--- src/rtl/tmbist_pkg.sv ---
package tmbist_pkg;

  typedef enum logic [2:0] {
    ST_IDLE  = 3'd0,
    ST_P_RD  = 3'd1,
    ST_P_CAP = 3'd2,
    ST_T_RD  = 3'd3,
    ST_T_WR  = 3'd4,
    ST_CMP   = 3'd5
  } tmb_state_e;

  localparam int unsigned SEQ_N = 4;
  localparam int unsigned SEQ_W = $clog2(SEQ_N);

  // bit 0 of the sequence index: data read complemented in the test pass
  // bit 1 of the sequence index: descending address order
  function automatic logic seq_inverts(input logic [SEQ_W-1:0] s);
    return s[0];
  endfunction

  function automatic logic seq_descends(input logic [SEQ_W-1:0] s);
    return s[1];
  endfunction

endpackage

--- src/rtl/tmbist_addr.sv ---
module tmbist_addr #(
  parameter int unsigned DEPTH  = 16,
  localparam int unsigned ADDR_W = $clog2(DEPTH)
) (
  input  logic              clk,
  input  logic              rst_n,
  input  logic              load_i,
  input  logic              desc_i,
  input  logic              step_i,
  output logic [ADDR_W-1:0] addr_o,
  output logic              last_o
);

  localparam logic [ADDR_W-1:0] TOP = ADDR_W'(DEPTH - 1);

  logic [ADDR_W-1:0] addr_q, addr_d;
  logic              desc_q, desc_d;
  logic              en;

  assign en = load_i | step_i;

  always_comb begin
    addr_d = addr_q;
    desc_d = desc_q;
    if (load_i) begin
      desc_d = desc_i;
      addr_d = desc_i ? TOP : '0;
    end else if (step_i) begin
      addr_d = desc_q ? (addr_q - 1'b1) : (addr_q + 1'b1);
    end
  end

  always_ff @(posedge clk or negedge rst_n) begin
    if (!rst_n) begin
      addr_q <= '0;
      desc_q <= 1'b0;
    end else if (en) begin
      addr_q <= addr_d;
      desc_q <= desc_d;
    end
  end

  assign addr_o = addr_q;
  assign last_o = desc_q ? (addr_q == '0) : (addr_q == TOP);

endmodule

--- src/rtl/tmbist_misr.sv ---
module tmbist_misr #(
  parameter int unsigned     W    = 8,
  parameter logic [W-1:0]    POLY = 8'h71
) (
  input  logic         clk,
  input  logic         rst_n,
  input  logic         clr_i,
  input  logic         en_i,
  input  logic [W-1:0] din_i,
  output logic [W-1:0] sig_o
);

  logic [W-1:0] sig_q, sig_d;

  // internal-XOR parallel compactor, one stage per bit
  for (genvar i = 0; i < W; i++) begin : g_stage
    if (i == 0) begin : g_head
      assign sig_d[i] = (sig_q[W-1] & POLY[i]) ^ din_i[i];
    end else begin : g_body
      assign sig_d[i] = sig_q[i-1] ^ (sig_q[W-1] & POLY[i]) ^ din_i[i];
    end
  end

  always_ff @(posedge clk or negedge rst_n) begin
    if (!rst_n) begin
      sig_q <= '0;
    end else if (clr_i) begin
      sig_q <= '0;
    end else if (en_i) begin
      sig_q <= sig_d;
    end
  end

  assign sig_o = sig_q;

endmodule

--- src/rtl/tmbist_seq.sv ---
module tmbist_seq
  import tmbist_pkg::*;
(
  input  logic             clk,
  input  logic             rst_n,
  input  logic             start_i,
  input  logic             last_i,
  output tmb_state_e       state_o,
  output logic [SEQ_W-1:0] seq_o,
  output logic             addr_load_o,
  output logic             addr_desc_o,
  output logic             addr_step_o,
  output logic             sig_clr_o,
  output logic             cap_pred_o,
  output logic             cap_test_o,
  output logic             verdict_en_o
);

  localparam logic [SEQ_W-1:0] SEQ_LAST = SEQ_W'(SEQ_N - 1);

  tmb_state_e       st_q, st_d;
  logic [SEQ_W-1:0] seq_q, seq_d;
  logic             seq_en;

  always_comb begin
    st_d         = st_q;
    seq_d        = seq_q;
    seq_en       = 1'b0;
    addr_load_o  = 1'b0;
    addr_desc_o  = 1'b0;
    addr_step_o  = 1'b0;
    sig_clr_o    = 1'b0;
    cap_pred_o   = 1'b0;
    cap_test_o   = 1'b0;
    verdict_en_o = 1'b0;
    unique case (st_q)
      ST_IDLE: begin
        if (start_i) begin
          st_d        = ST_P_RD;
          seq_d       = '0;
          seq_en      = 1'b1;
          addr_load_o = 1'b1;
          addr_desc_o = seq_descends('0);
          sig_clr_o   = 1'b1;
        end
      end
      ST_P_RD: st_d = ST_P_CAP;
      ST_P_CAP: begin
        cap_pred_o = 1'b1;
        st_d       = ST_P_RD;
        if (!last_i) begin
          addr_step_o = 1'b1;
        end else begin
          seq_en      = 1'b1;
          addr_load_o = 1'b1;
          if (seq_q == SEQ_LAST) begin
            st_d  = ST_T_RD;
            seq_d = '0;
          end else begin
            seq_d = seq_q + 1'b1;
          end
          addr_desc_o = seq_descends(seq_d);
        end
      end
      ST_T_RD: st_d = ST_T_WR;
      ST_T_WR: begin
        cap_test_o = 1'b1;
        st_d       = ST_T_RD;
        if (!last_i) begin
          addr_step_o = 1'b1;
        end else if (seq_q == SEQ_LAST) begin
          st_d = ST_CMP;
        end else begin
          seq_en      = 1'b1;
          seq_d       = seq_q + 1'b1;
          addr_load_o = 1'b1;
          addr_desc_o = seq_descends(seq_d);
        end
      end
      ST_CMP: begin
        verdict_en_o = 1'b1;
        st_d         = ST_IDLE;
      end
      default: st_d = ST_IDLE;
    endcase
  end

  always_ff @(posedge clk or negedge rst_n) begin
    if (!rst_n) begin
      st_q <= ST_IDLE;
    end else begin
      st_q <= st_d;
    end
  end

  always_ff @(posedge clk or negedge rst_n) begin
    if (!rst_n) begin
      seq_q <= '0;
    end else if (seq_en) begin
      seq_q <= seq_d;
    end
  end

  assign state_o = st_q;
  assign seq_o   = seq_q;

endmodule

--- src/rtl/tmbist_ctrl.sv ---
module tmbist_ctrl
  import tmbist_pkg::*;
#(
  parameter int unsigned         DEPTH  = 16,
  parameter int unsigned         DATA_W = 8,
  parameter logic [DATA_W-1:0]   POLY   = 8'h71,
  localparam int unsigned        ADDR_W = $clog2(DEPTH)
) (
  input  logic              clk,
  input  logic              rst_n,
  input  logic              start_i,
  output logic              ready_o,
  output logic              pass_o,
  output logic              fail_o,
  output logic [ADDR_W-1:0] mem_addr_o,
  output logic              mem_we_o,
  output logic [DATA_W-1:0] mem_wdata_o,
  input  logic [DATA_W-1:0] mem_rdata_i
);

  tmb_state_e       state;
  logic [SEQ_W-1:0] seq;
  logic             addr_load, addr_desc, addr_step, addr_last;
  logic             sig_clr, cap_pred, cap_test, verdict_en;
  logic [DATA_W-1:0] pred_din, sig_pred, sig_test;
  logic             done_q, done_d, match_q, match_d, res_en;

  tmbist_seq u_seq (
    .clk          (clk),
    .rst_n        (rst_n),
    .start_i      (start_i),
    .last_i       (addr_last),
    .state_o      (state),
    .seq_o        (seq),
    .addr_load_o  (addr_load),
    .addr_desc_o  (addr_desc),
    .addr_step_o  (addr_step),
    .sig_clr_o    (sig_clr),
    .cap_pred_o   (cap_pred),
    .cap_test_o   (cap_test),
    .verdict_en_o (verdict_en)
  );

  tmbist_addr #(.DEPTH(DEPTH)) u_addr (
    .clk    (clk),
    .rst_n  (rst_n),
    .load_i (addr_load),
    .desc_i (addr_desc),
    .step_i (addr_step),
    .addr_o (mem_addr_o),
    .last_o (addr_last)
  );

  // prediction reads see original data; complement them where the test pass reads complements
  assign pred_din = mem_rdata_i ^ {DATA_W{seq_inverts(seq)}};

  tmbist_misr #(.W(DATA_W), .POLY(POLY)) u_sig_pred (
    .clk   (clk),
    .rst_n (rst_n),
    .clr_i (sig_clr),
    .en_i  (cap_pred),
    .din_i (pred_din),
    .sig_o (sig_pred)
  );

  tmbist_misr #(.W(DATA_W), .POLY(POLY)) u_sig_test (
    .clk   (clk),
    .rst_n (rst_n),
    .clr_i (sig_clr),
    .en_i  (cap_test),
    .din_i (mem_rdata_i),
    .sig_o (sig_test)
  );

  assign mem_we_o    = (state == ST_T_WR);
  assign mem_wdata_o = ~mem_rdata_i;

  assign res_en  = sig_clr | verdict_en;
  assign done_d  = verdict_en;
  assign match_d = verdict_en & (sig_pred == sig_test);

  always_ff @(posedge clk or negedge rst_n) begin
    if (!rst_n) begin
      done_q  <= 1'b0;
      match_q <= 1'b0;
    end else if (res_en) begin
      done_q  <= done_d;
      match_q <= match_d;
    end
  end

  assign ready_o = (state == ST_IDLE);
  assign pass_o  = ready_o & done_q & match_q;
  assign fail_o  = ready_o & done_q & ~match_q;

endmodule

--- config.mk ---
export PLATFORM = sky130hd
export DESIGN_NAME = tmbist_ctrl
export DESIGN_NICKNAME = d
export VERILOG_FILES = /design/src/rtl/tmbist_pkg.sv /design/src/rtl/tmbist_addr.sv /design/src/rtl/tmbist_misr.sv /design/src/rtl/tmbist_seq.sv /design/src/rtl/tmbist_ctrl.sv
export SDC_FILE = /design/constraint.sdc
export NUM_CORES = 1
export LEC_CHECK = 0
export ABC_AREA = 1
export CORE_UTILIZATION = 58
export CTS_CLUSTER_SIZE = 12
export DETAILED_ROUTE_END_ITERATION = 6
export PLACE_DENSITY = 0.84
export SLEW_MARGIN = 20
export SYNTH_ARGS = -nofsm -noshare
export SYNTH_HDL_FRONTEND = slang
export SYNTH_SLANG_ARGS = --single-unit
--- constraint.sdc ---
create_clock -name clk -period 2.78 [get_ports clk]
set_input_delay 0.417 -clock clk [delete_from_list [all_inputs] [get_ports clk]]
set_output_delay 0.417 -clock clk [all_outputs]
set_load 0.1 [all_outputs]
==> impl_metrics.py, run 1 <==
metrics = {
    "critical_path": {
        "crit_buf_inv": 2,
        "arrival_ns": 1.63,
        "cp-end-kind": "primary output",
        "crit_fanout": 5,
        "cp_common_cell": "nand2_1",
        "crit_family": "flip-flops",
        "slowest_stage": "dfrtp_1",
        "slowest_delay_ns": 0.48,
        "cp-start-kind": "flip-flop",
        "crit_type": "reg -> out",
        "path_cells": "nor2_4, nand2_1, inv_1, nand2_1, nor2_1, buf_4",
        "required_ns": 2.36,
    },
    "clock_tree": {
        "path_clk_slew_ns": 0.16,
        "cts_buffers": 3,
        "cts_resized": 0,
        "cts_tree": "built",
        "holdBufCountCts": 0,
        "postCtsSetupBuffers": 0,
        "clkLatencyLatePin_ns": 0.33,
        "cts_num_sinks": 28,
        "cts_buffer_depth": 2,
        "cts_root_buf": "clkbuf_4",
        "cts_max_level": 1,
    },
    "yosys": {
        "yosysWarnings": 0,
        "ys_ff_latch": 28,
        "synth-seq-area-share_pct": 37.6,
        "async_reset_ff_share_pct": 100,
        "synth_area_leaders": "dfrtp_1, nand2_1, xnor2_1",
        "syn-num-nets": 252,
        "synth_cell_types": 28,
        "synth_edf_count": 0,
        "netlist_area_um2": 1860,
        "synth_flop_cell": "dfrtp_1",
        "synth_top_area_cell": "dfrtp_1",
        "synth_cells": 237,
        "syn_area_per_cell_um2": 7.86,
        "synth_top_area_share_pct": 37.6,
    },
    "sta": {
        "clock_skew_ns": 0.00117,
        "rsz0062_at_grt": "no",
        "fin_hold_ws_ns": 0.433,
        "report.final.slew_viol_count": 0,
        "setup_viol": 0,
        "relSlewSlack_pct": 76.4,
        "fmax_ghz": 0.488,
        "period_needed_ns": 2.05,
        "post-route-period-util_pct": 73.7,
        "worst_pin_slew_ns": 0.353,
        "finalHoldViolCount": 0,
    },
    "layout": {
        "num_antenna_cells": 0,
        "n_fill_cell": 258,
        "design_area_um2": 2170,
        "area_delta_synth_final_pct": 16.6,
        "fin_nets": 280,
        "final_cell_count_no_fill": 308,
        "final_layout_size_suffix_gt1_share_pct": 14.8,
        "final_util_pct": 71.1,
    },
    "grt": {
        "grt_pass1_wl_um": 6510,
        "grt.total_usage_pct": 24.8,
        "grt-ovfl-total": 0,
        "antenna_found_initial": 0,
        "grt_start_max_net_pins": 29,
        "grt_pass1_vias": 1495,
    },
    "pwr": {
        "p_per_area_nw_per_um2": 1230,
        "leakage_nw": 1.15,
        "ir_drop_v": 0.00110,
    },
    "die": {
        "initial_core_util_pct": 61.0,
        "fp.dieH_um": 58.7,
        "core_um2": 3050,
        "die-area_um2": 3440,
        "die_w_um": 58.7,
        "num_rows": 20,
        "ioPinCount": 27,
    },
    "route": {
        "dr.first_iter.drc_count": 49,
        "ant_nets": 0,
        "vias": 1574,
        "drc": 0,
        "vias_per_cell": 5.11,
        "drt-wirelength-per-cell_um": 12.1,
        "dr.pass1.iters": 4,
        "routed_wl_um": 3740,
    },
    "placed_design": {
        "routabilityCongestion": 0.851,
        "place_inst": 304,
        "place_area_um2": 2120,
        "dp_hpwl_um": 2730,
        "io_buffers": 26,
    },
    "min_path": {
        "hold_class": "in -> async",
    },
    "job": {
        "drv_cap": 0,
    },
    "status": {
        "status": "complete, no violations",
    },
}
## worst register-to-register path: stages (launching register included)
cell and delay [ns]:
dfrtp_1 0.48, nor2_4 0.21, nand3_2 0.28, nand3_2 0.21
nand2_4 0.09, nand2_2 0.11, inv_2 0.05, nand2_1 0.06
nand2_1 0.05
## cell type report
type	instances	area, um2	area share [%]
multi-input combinational	159	956	44.0
sequential	28	701	32.3
timing repair buffer	28	235	10.8
inverter	45	171	7.90
tap	44	55.1	2.54
clock inverter	1	30.0	1.38
clock buffer	3	22.5	1.04
## power by group
group | switching [W] | total (W) | leakage [nW] | internal, W
registers | 0.000200 | 0.000774 | 0.366 | 0.000574
clock network | 0.000128 | 0.000274 | 0.0279 | 0.000146
logic | 0.00104 | 0.00161 | 0.760 | 0.000572
total | 0.00137 | 0.00266 | 1.15 | 0.00129
## synth_stat cells, drive strengths merged, types with 2 or more instances
cell type / instances
nand2: 55
inv: 45
dfrtp: 28
xnor2: 22
nand3: 18
nor2: 14
o21ai: 14
o22ai: 9
xor2: 9
o21bai: 7
buf: 5
ha: 3
a21oi: 2
nor3: 2
## kinds of logic (layout without fill, tap and decap cells)
group                      Yosys count  after routing  synth area share, %
xor gates and xnor gates            31             31                 14.6
and+or+nand+nor                     90             90                 22.4
adders and majority gates            4              4                 3.09
AOI/OAI and AO/OA                   34             34                 11.2
buffers and inverters               50             77                 11.0
DFF                                 28             28                 37.6
## path summary, 6_finish.rpt
kind,start,endpoint,slack [ns],depth (start not counted)
max,u_seq.state_o[1]$_DFFE_PN0P_,pass_o,0.73,6
max in group asynchronous,rst_n,u_sig_pred.sig_o[6]$_DFFE_PN0P_,2.09,2
max reg2reg,u_seq.state_o[1]$_DFFE_PN0P_,u_addr.addr_o[1]$_DFFE_PN0P_,1.15,8
min reg2reg,done_q$_DFFE_PN0P_,done_q$_DFFE_PN0P_,0.51,2
min in group clk,done_q$_DFFE_PN0P_,done_q$_DFFE_PN0P_,0.51,2
min,rst_n,u_sig_pred.sig_o[5]$_DFFE_PN0P_,0.43,2
## sequential cells by signal, summed over array words and instances (netlist names)
register,cells
u_seq.seq_o,2
u_addr.addr_o,4
u_sig_test.sig_o,8
u_addr.desc_q,1
match_q,1
done_q,1
u_sig_pred.sig_o,8
u_seq.state_o,3
## cell usage in the layout, fill, tap and decap left out, types with 2 or more instances in the layout
cell / instances
a21oi_1: 2
buf_4: 18
clkbuf_4: 3
clkdlybuf4s50_1: 10
dfrtp_1: 28
ha_1: 3
inv_1: 39
inv_2: 5
nand2_1: 52
nand2_4: 2
nand3_1: 13
nand3_2: 5
nor2_1: 12
nor3_1: 2
o21ai_0: 13
o21bai_1: 7
o22ai_1: 9
xnor2_1: 22
xor2_1: 9
## stage by stage
stage	setup WS [ns]	total power, W	setup TNS (ns)
floorplan	-0.377	0.00209	-0.753
CTS	0.717	0.00267	0
global placement	0.981	0.00234	0
global route	0.558	0.00288	0
finish	0.731	0.00266	0
detailed placement	0.930	0.00238	0
## routing by layer
layer	GRT usage (%)	wire length, um
met2	42.2	1730
met4	6.80	66
met5	0	0
met3	2.64	95
met1	34.0	1840
Power figures use the tool's default switching activity.
==> run 2, diff against run 1 <==
CORE_UTILIZATION = 54   (was 58)
PLACE_DENSITY = 0.79   (was 0.84)
clock period = 1.9 ns   (was 2.78 ns; I/O delays follow)
==> impl_metrics.py, run 2 (synthesis results as in run 1) <==
metrics = {
    "grt": {
        "grt.total_usage_pct": 22.7,
        "grt_start_max_net_pins": 29,
        "grt_pass1_wl_um": 6140,
        "grt-ovfl-total": 0,
        "grt_pass1_vias": 1447,
        "antenna_found_initial": 0,
    },
    "sta": {
        "relSlewSlack_pct": 76.7,
        "report.final.slew_viol_count": 0,
        "period_needed_ns": 1.84,
        "post-route-period-util_pct": 96.8,
        "finalHoldViolCount": 0,
        "clock_skew_ns": 0.00813,
        "fin_hold_ws_ns": 0.308,
        "setup_viol": 0,
        "worst_pin_slew_ns": 0.349,
        "rsz0062_at_grt": "yes",
        "fmax_ghz": 0.544,
        "postLayoutSetupSlackWorst_ns": 0.0615,
    },
    "route": {
        "drt-wirelength-per-cell_um": 12.1,
        "vias": 1579,
        "ant_nets": 0,
        "routed_wl_um": 3760,
        "vias_per_cell": 5.09,
        "dr.first_iter.drc_count": 67,
        "dr.pass1.iters": 4,
        "drc": 0,
    },
    "pwr": {
        "switchingPower_w": 0.00205,
        "seq_power_share_pct": 28.6,
        "leakage_nw": 1.20,
        "clkPwrFrac_pct": 7.2,
        "p_per_area_nw_per_um2": 1690,
        "p_int_w": 0.00192,
        "power_switching_share_pct": 51.6,
        "comb_power_share_pct": 64.2,
        "ir_drop_v": 0.00101,
        "fin_total_pwr_w": 0.00397,
    },
    "placed_design": {
        "post-place-ws_ns": 0.195,
        "routabilityCongestion": 0.923,
        "dp_hpwl_um": 2940,
        "place_area_um2": 2300,
        "io_buffers": 26,
    },
    "layout": {
        "area_delta_synth_final_pct": 26.4,
        "final_layout_size_suffix_gt1_share_pct": 18.8,
        "final_util_pct": 74.6,
        "fin_nets": 282,
        "final_cell_mix": "nand2_1, inv_1, dfrtp_1, xnor2_1",
        "num_antenna_cells": 0,
        "design_area_um2": 2350,
        "layout_commonest_cell": "nand2_1",
    },
    "clock_tree": {
        "cts_buffers": 3,
        "cts_tree": "built",
        "clkLatencyLatePin_ns": 0.33,
        "cts_buffer_depth": 2,
        "path_clk_slew_ns": 0.14,
        "cts_num_sinks": 28,
        "cts_max_level": 1,
        "holdBufCountCts": 0,
        "cts_root_buf": "clkbuf_4",
    },
    "die": {
        "num_rows": 20,
        "core_um2": 3150,
        "initial_core_util_pct": 59.0,
        "die_w_um": 60.7,
        "fp.dieH_um": 60.7,
        "die-area_um2": 3690,
        "ioPinCount": 27,
    },
    "critical_path": {
        "r2r_cells": 8,
        "r2r-start": "u_seq.state_o[2]$_DFFE_PN0P_",
        "cp-start-kind": "flip-flop",
        "cp-end-kind": "primary output",
        "arrival_ns": 1.55,
        "r2r_slack_ns": 0.28,
        "crit_type": "reg -> out",
        "required_ns": 1.62,
        "crit_fanout": 5,
        "r2r_end": "u_addr.addr_o[2]$_DFFE_PN0P_",
    },
    "min_path": {
        "hold_class": "in -> async",
    },
    "status": {
        "status": "complete, no violations",
    },
    "job": {
        "drv_cap": 0,
    },
}
run 2: cell types whose count changed in the layout (fill, tap and decap cells not counted), sizes merged:
cell	before	now
buf	18	20
bufinv	1	0
clkbuf	3	4
clkinvlp	0	1
inv	45	44
run 2: metal layers:
layer	up-vias	global-route usage (%)	part of all wire, %
li1	793	-	-
met1	734	31.8	48
met2	50	35.9	46
met3	2	5.33	5.4
met4	0	5.52	0.37
met5	-	0	0
run 2: power groups by stage:
stage | combinational (W) | sequential (W) | clock, W
after floorplan | 0.00180 | 0.00130 | 0
after global placement | 0.00246 | 0.00115 | 0
after detailed placement | 0.00251 | 0.00115 | 0
after CTS | 0.00252 | 0.00113 | 0.000289
after global routing | 0.00279 | 0.00117 | 0.000317
final | 0.00255 | 0.00114 | 0.000284
run 2: critical path, cell delays in order, from the launching register on:
cell        delay, ns
dfrtp_2          0.46
nor2_4           0.20
nand2_2          0.10
clkinvlp_4       0.11
nand2_4          0.07
nor2_4           0.10
buf_12           0.18
run 2: how the worst max path moves through the flow:
stage,start,endpoint,slack [ns],cells after the start
after CTS,u_seq.state_o[1]$_DFFE_PN0P_,pass_o,0.005,6
final,u_seq.state_o[1]$_DFFE_PN0P_,pass_o,0.06,6
after global routing,u_seq.state_o[1]$_DFFE_PN0P_,pass_o,-0.01,6
after floorplan,u_seq.state_o[1]$_DFFE_PN0P_,fail_o,-0.05,5
after detailed placement,start_i,u_addr.addr_o[2]$_DFFE_PN0P_,0.20,8
after global placement,start_i,u_addr.addr_o[1]$_DFFE_PN0P_,0.24,8
run 2: area by class of cell:
type | instances | area (um2)
well taps | 44 | 55.1
fillers | 241 | 800
flip-flops and latches | 28 | 706
inverters | 45 | 175
multi-input cells | 159 | 981
repair buffers | 30 | 400
clock buffers | 4 | 36.3
run 2: per-stage QoR:
stage	TNS, ns	cells
after detailed placement	0	304
after global routing	-0.0126	310
after CTS	0	308
after global placement	0	304
final	0	310
after floorplan	-0.109	237
run 2: timing repair:
item,CTS,global route
endpoints found under the hold margin,0,0
setup endpoints to repair,0,2
resized for setup,0,1
setup buffers,0,2
